## config.mk

```make
export PLATFORM = sky130hd
export DESIGN_NAME = bus_phase_ctrl
export DESIGN_NICKNAME = d
export VERILOG_FILES = /design/src/rtl/bus_phase_ctrl.sv
export SDC_FILE = /design/constraint.sdc
export NUM_CORES = 1
export LEC_CHECK = 0
export ABC_AREA = 1
export BUFFER_PORTS_ARGS = -buffer_cell sky130_fd_sc_hd__buf_2
export CAP_MARGIN = 15
export CORE_AREA = 4 4 57 85
export DETAILED_ROUTE_END_ITERATION = 7
export DIE_AREA = 0 0 61 89
export GPL_TIMING_DRIVEN = 0
export PLACE_DENSITY_LB_ADDON = 0.3
export SLEW_MARGIN = 25
export SYNTH_ARGS = -nofsm -noshare
export SYNTH_HDL_FRONTEND = slang
export SYNTH_SLANG_ARGS = --single-unit
```

## constraint.sdc

```tcl
create_clock -name clk -period 1.6 [get_ports clk]
set_input_delay 0.24 -clock clk [delete_from_list [all_inputs] [get_ports clk]]
set_output_delay 0.24 -clock clk [all_outputs]
set_load 0.02 [all_outputs]
```

## src/rtl/bus_phase_ctrl.sv

```systemverilog
module bus_phase_ctrl #(
  parameter int PH_LEN = 4,
  parameter int DEAD   = 2,
  parameter int WR_DLY = 1
) (
  input  logic        clk,
  input  logic        rst,
  input  logic [15:0] cpu_addr,
  input  logic        cpu_rw,
  input  logic [7:0]  cpu_wdata,
  input  logic [7:0]  bus_rdata,
  output logic        phi1,
  output logic        phi2,
  output logic        cs_ram,
  output logic        cs_ppu,
  output logic        cs_io,
  output logic        cs_cram,
  output logic        cs_rom,
  output logic [15:0] bus_addr,
  output logic [10:0] ram_offs,
  output logic [2:0]  ppu_sel,
  output logic [4:0]  io_sel,
  output logic [7:0]  bus_wdata,
  output logic        drive_en,
  output logic [7:0]  rd_data,
  output logic        cyc_done
);
  localparam int HALF   = PH_LEN + DEAD;
  localparam int CYC    = 2 * HALF;
  localparam int P2_END = HALF + PH_LEN;
  localparam int CW     = $clog2(CYC);
  localparam logic [CW-1:0] C_LAST  = CW'(CYC - 1);
  localparam logic [CW-1:0] C_P1END = CW'(PH_LEN);
  localparam logic [CW-1:0] C_SAMP  = CW'(PH_LEN - 1);
  localparam logic [CW-1:0] C_P2BEG = CW'(HALF);
  localparam logic [CW-1:0] C_P2END = CW'(P2_END);
  localparam logic [CW-1:0] C_CAPT  = CW'(P2_END - 1);
  localparam logic [CW-1:0] C_DRV   = CW'(HALF + WR_DLY);

  logic [CW-1:0] cnt;
  logic [15:0]   addr_q;
  logic          rw_q;
  logic [7:0]    wd_q;
  logic [7:0]    rd_q;
  logic          done_q;
  logic          dec_ram, dec_ppu, dec_io, dec_cram, dec_rom, mapped;

  always_ff @(posedge clk) begin
    if (rst)              cnt <= '0;
    else if (cnt == C_LAST) cnt <= '0;
    else                  cnt <= cnt + 1'b1;
  end

  assign phi1 = !rst && (cnt < C_P1END);
  assign phi2 = !rst && (cnt >= C_P2BEG) && (cnt < C_P2END);

  always_ff @(posedge clk) begin
    if (rst) begin
      addr_q <= '0;
      rw_q   <= 1'b1;
      wd_q   <= '0;
    end else if (cnt == C_SAMP) begin
      addr_q <= cpu_addr;
      rw_q   <= cpu_rw;
      wd_q   <= cpu_wdata;
    end
  end

  assign dec_ram  = addr_q[15:13] == 3'b000;
  assign dec_ppu  = addr_q[15:13] == 3'b001;
  assign dec_io   = addr_q[15:5]  == 11'h200;
  assign dec_cram = addr_q[15:13] == 3'b011;
  assign dec_rom  = addr_q[15];
  assign mapped   = dec_ram | dec_ppu | dec_io | dec_cram | dec_rom;

  assign cs_ram  = phi2 & dec_ram;
  assign cs_ppu  = phi2 & dec_ppu;
  assign cs_io   = phi2 & dec_io;
  assign cs_cram = phi2 & dec_cram;
  assign cs_rom  = phi2 & dec_rom;

  assign bus_addr  = addr_q;
  assign ram_offs  = addr_q[10:0];
  assign ppu_sel   = addr_q[2:0];
  assign io_sel    = addr_q[4:0];
  assign bus_wdata = wd_q;
  assign drive_en  = phi2 && !rw_q && (cnt >= C_DRV);

  always_ff @(posedge clk) begin
    if (rst) begin
      rd_q   <= '0;
      done_q <= 1'b0;
    end else begin
      done_q <= (cnt == C_CAPT);
      if (cnt == C_CAPT) begin
        if (!rw_q)       rd_q <= wd_q;
        else if (mapped) rd_q <= bus_rdata;
      end
    end
  end

  assign rd_data  = rd_q;
  assign cyc_done = done_q;

  AST_NO_OVERLAP: assert property (@(posedge clk) disable iff (rst)
    !(phi1 && phi2));
  AST_GAP_AFTER_P1: assert property (@(posedge clk) disable iff (rst)
    $fell(phi1) |-> !phi2);
  AST_GAP_AFTER_P2: assert property (@(posedge clk) disable iff (rst)
    $fell(phi2) |-> !phi1);
  AST_ADDR_HELD: assert property (@(posedge clk) disable iff (rst)
    phi2 |-> $stable(bus_addr));
  AST_ONE_SELECT: assert property (@(posedge clk) disable iff (rst)
    $onehot0({cs_ram, cs_ppu, cs_io, cs_cram, cs_rom}));
  AST_DRIVE_IN_P2: assert property (@(posedge clk) disable iff (rst)
    drive_en |-> phi2 && !phi1);
  AST_DONE_AFTER_P2: assert property (@(posedge clk) disable iff (rst)
    cyc_done |-> $past(phi2) && !phi2);
  AST_DONE_PULSE: assert property (@(posedge clk) disable iff (rst)
    cyc_done |=> !cyc_done);
endmodule

```

* Word-level counts from Yosys, hierarchy flattened
Index checks and enable logic that the tools add are counted.
Storage, ports and cells: memory bits (read-only) 0, memory bits (writable) 0, flip-flop bits (word level) 38, latch bits 0, memories 0, word-level logic and storage cells 39, output and inout port bits 60, input port bits 35
Cells by class: multipliers 0, shift-type cells 0, equal/unequal tests 7, reductions and logical operators 10, multiplexer cells 2, $lt $le $gt $ge 4, bitwise operators 9, div/mod/pow operators 0, $add $sub $neg 1
Operators with widths (count):
- 2-to-1 mux 8 bit | 2
- equality test 11 x 10 -> 1 bit, second input constant | 1
- equality test 4 bit, second input constant | 2
- >= comparator 4 x 3 -> 1 bit, second input constant | 2
- bitwise AND 1 bit | 5
- logical AND 1 bit | 5
- adder 4 x 1 -> 4 bit, second input constant | 1
- equality test 4 x 2 -> 1 bit, second input constant | 1
- less-than comparator 4 x 3 -> 1 bit, second input constant | 1
- less-than comparator 4 bit, second input constant | 1
- bitwise OR 1 bit | 4
- equality test 3 x 1 -> 1 bit, second input constant | 1
- equality test 3 x 2 -> 1 bit, second input constant | 1
- logical NOT 3 bit | 1
- logical NOT 1 bit | 2
- != test 2 x 1 -> 1 bit, second input constant | 1
- AND reduction 2 bit | 1
- OR reduction 2 bit | 1

* Longest topological paths before layout
depth after elaboration 7, mapped depth 9, gate-level depth less buffers 8

* Worst setup path before layout
No wires, ideal clock.
path kind register to output, start point register cnt[2], end point output cs_ppu, setup slack 0.003 ns, data required time 1.360 ns, buffers on the path 0, arrival 1.357 ns, stages on the path, launching flop included 5, cells stage by stage dfxtp_1 > inv_2 > o21ai_1 > nand3_2 > nor4_1
On the way: word-level cells in the longest chain between the ends 4, elaborated cells between the ends (all ways) 5, those cells by class 2 x order compare; 1 x bitwise; 2 x reduce/logical
RTL lines:
- start: declaration | RTL line 40 | logic [CW-1:0] cnt;
- start signal: assignment | RTL line 51 | else cnt <= cnt + 1'b1;
- >= comparator 4 x 3 -> 1 bit | RTL line 55 | assign phi2 = !rst && (cnt >= C_P2BEG) && (cnt < C_P2END);
- logical AND 1 bit | RTL line 55
- logical AND 1 bit * | RTL line 55
- bitwise AND 1 bit * | RTL line 77 | assign cs_ppu = phi2 & dec_ppu;
- end: declaration | RTL line 15 | output logic cs_ppu,
Every way passes the cells marked *; elsewhere a longest branch is shown, timed or not.

* Final worst setup path
start point register cnt[2], end point output cs_ram
On the way: word-level cells in the longest chain between the ends 4, elaborated cells between the ends (all ways) 5, those cells by class 2 x order compare; 1 x bitwise; 2 x reduce/logical
RTL lines:
- >= comparator 4 x 3 -> 1 bit | RTL line 55
- logical AND 1 bit | RTL line 55
- logical AND 1 bit * | RTL line 55
- bitwise AND 1 bit * | RTL line 76 | assign cs_ram = phi2 & dec_ram;
- end: declaration | RTL line 14 | output logic cs_ram,
Marks and branches as above.

==> results_dict.tcl <==
set metrics [dict create \
    status "finished with violations" \
    violations "setup timing" \
    yosysWarnings 0 \
    grt_pass1_vias 1749 \
    place.gp.congestion 0.847 \
    antenna_found_initial 0 \
    pin_count 95 \
    cts_tree "yes" \
    max_clock_freq_mhz 598 \
    final_nets 373 \
    synth_top_family_by_area "simple AND/OR/NAND/NOR gates" \
    firstDrtPassIters 4 \
    ys_seq_area_frac 0.420 \
    fin_setup_tns_ns -0.269 \
    synth_fa_ha_area_frac 0.0138 \
    synth_area_sq_mm 0.00181 \
    maxCapViolCount 0 \
    startpoint_type "register" \
    endpoint_kind "primary output" \
    drt_iter0_drc 105 \
    tightest_slew_ns 0.431 \
    worstPathArrival_ns 1.43 \
    multi_input_comb_area_sq_um 852 \
    critPathMaxFanout 3 \
    rows 29 \
    cts_num_sinks 38 \
    worst-endpoint-required_ns 1.36 \
    max_stage_delay_ns 0.36 \
    cts.htree.levels 2 \
    hp-class "input pin to register" \
    ff_latch_area_sq_um 772 \
    finish.utilization 0.653 \
    die_area_sq_mm 0.00543 \
    cts_buffers 5 \
    route.detailed.drc 0 \
    cts_hold_buf 0 \
    gr-total-overflow 0 \
    finalSetupViolCount 6 \
    die_h_microns 89 \
    crit_family "buffers and inverters" \
    p_leak_uw 0.00141 \
    grt_pass1_wl_microns 7590 \
    synth-simple-area-share 0.214 \
    rsz0062_at_grt "true" \
    crit_chain "inv_4 -> nand2_4 -> nand2_4 -> nand3_4 -> buf_6 -> nor4_4 -> buf_4" \
    yosysTopAreaCell "dfxtp_1" \
    clk_pin_slew_ns 0.07 \
    layout_commonest_cell "buf_2" \
    slowest_stage "dfxtp_4" \
    portBuffers 94 \
    viasPerCell 4.83 \
    peakVddDrop_v 0.000819 \
    netlist.area_leader.share 0.420 \
    initial_utilization 0.437 \
    cts_root_buffer "clkbuf_8" \
    fin_ws_ns -0.0734 \
    synth.ff_latch_count 38 \
    nFillCells 372 \
    coreArea_sq_mm 0.00414 \
    slew_headroom 0.713 \
    path_class "register to primary output" \
    antennaDiodeCount 0 \
    antenna_left 0 \
    finalHoldViolations 0 \
    cts_buffer_depth 2 \
    synth.distinct_cells 27 \
    post-route-period-util 1.05 \
    dp_cells 366 \
    final_area_sq_mm 0.00270 \
    grt_max_degree 13 \
    synth_mux_area_frac 0.0443 \
    place_hpwl_microns 3680 \
    grt_usage 0.190 \
    die-width_microns 61 \
    syn_area_per_cell_sq_um 8.01 \
    fin_cells 383 \
    post_dp_cell_area_sq_mm 0.00234 \
    cp_num_buf_inv 3 \
    routed-via-count 1851 \
    path_common_cell "nand2_4" \
    finalMaxSlewViolations 0 \
    syn_inst 226 \
    wire_per_inst_microns 13.7 \
    skew_ns 0.00849 \
    syn2layout_area_growth_pct 49.3 \
    drive_gt1_frac 0.501 \
    period_needed_ns 1.67 \
    netlist_top_cells_area "dfxtp_1 (42%), buf_4 (8.7%), nor2_1 (8.7%)" \
    power_density_mw_per_mm2 935 \
    synth_compound_area_frac 0.143 \
    layout_common_cells "buf_2 (89), nor2_1 (41), dfxtp_1 (35), buf_4 (31), o21ai_0 (23)" \
    routed_wl_microns 5260 \
    synth-xor-area-share 0 \
    worstSkewPairLatency_ns 0.30 \
    synth_nets 263 \
]
state kept, by name, indices dropped and copies added, names as in the netlist:
register	flops
rw_q	1
cyc_done	1
bus_addr	16
bus_wdata	8
rd_data	8
cnt	4
report_power, final:
part / total (uW) / internal, uW / switching (uW)
clock: 1010 / 665 / 345
combinational: 485 / 205 / 279
sequential: 1030 / 986 / 45.0
total: 2530 / 1860 / 669
per-layer routing:
layer / part of all wire / global-route usage
met1: 0.37 / 0.200
met2: 0.53 / 0.337
met5: 0 / 0
met4: 0.022 / 0.0986
met3: 0.072 / 0.0477
stage by stage:
stage	setup WS (ns)	hold slack, ns	total power [uW]
global route	-0.123	0.158	2620
detailed placement	0.0866	0.458	1480
finish	-0.0734	0.157	2530
global placement	0.0789	0.450	1470
floorplan	0.00348	0.309	1330
CTS	-0.110	0.135	2530
worst register-to-register path, delay by kind of cell, from the launching register on:
family          cells  cell delay (ns)
flops               1             0.55
simple gates        4             0.46
buf+inv             1             0.16
compound gates      1             0.14
synth_stat cells:
| master | count |
|---|---|
| inv_1 | 15 |
| inv_2 | 3 |
| nor4_1 | 2 |
| nand3_2 | 4 |
| mux2i_1 | 8 |
| dfxtp_1 | 38 |
| clkbuf_1 | 2 |
| ha_1 | 2 |
| o21ai_0 | 23 |
| nor2_1 | 42 |
| inv_4 | 1 |
| o21ai_1 | 3 |
| buf_4 | 21 |
| buf_2 | 2 |
| nand3_4 | 1 |
| clkbuf_8 | 1 |
| nand3_1 | 8 |
| o21bai_1 | 1 |
| nor2_4 | 2 |
| a21oi_2 | 1 |
| a21oi_1 | 20 |
| nand2_1 | 16 |
| nor3_1 | 4 |
| nand2_2 | 1 |
| buf_6 | 3 |
| o211ai_2 | 1 |
| nand2_4 | 1 |
final timing paths:
| path | from | end | cells after the start | slack (ns) |
|---|---|---|---|---|
| min | rst | cnt[2] | 2 | 0.16 |
| min reg2reg | bus_addr[12] | bus_addr[12] | 2 | 0.47 |
| max reg2reg | bus_addr[14] | rd_data[3] | 6 | 0.20 |
| max | cnt[2] | cs_ram | 7 | -0.07 |
repair_timing:
item	CTS	global route
endpoints found under the setup margin	7	7
pin swaps	3	2
setup buffers	5	4
gates resized for setup	26	16
final cells by class:
cell class / instances / area share
Timing Repair Buffer: 103 / 0.214
Tap cell: 46 / 0.0213
Multi-Input combinational cell: 140 / 0.315
Clock buffer: 6 / 0.0306
Inverter: 19 / 0.0283
Sequential cell: 38 / 0.286
Buffer: 29 / 0.0824
Clock inverter: 2 / 0.0222
cells by family after synthesis:
group                      count (synthesis)
DFF                                       38
adders and majority gates                  2
and+or+nand+nor                           81
AOI/OAI and AO/OA                         49
buffers and inverters                     48
muxes                                      8
(Power assumes the default switching activity.)
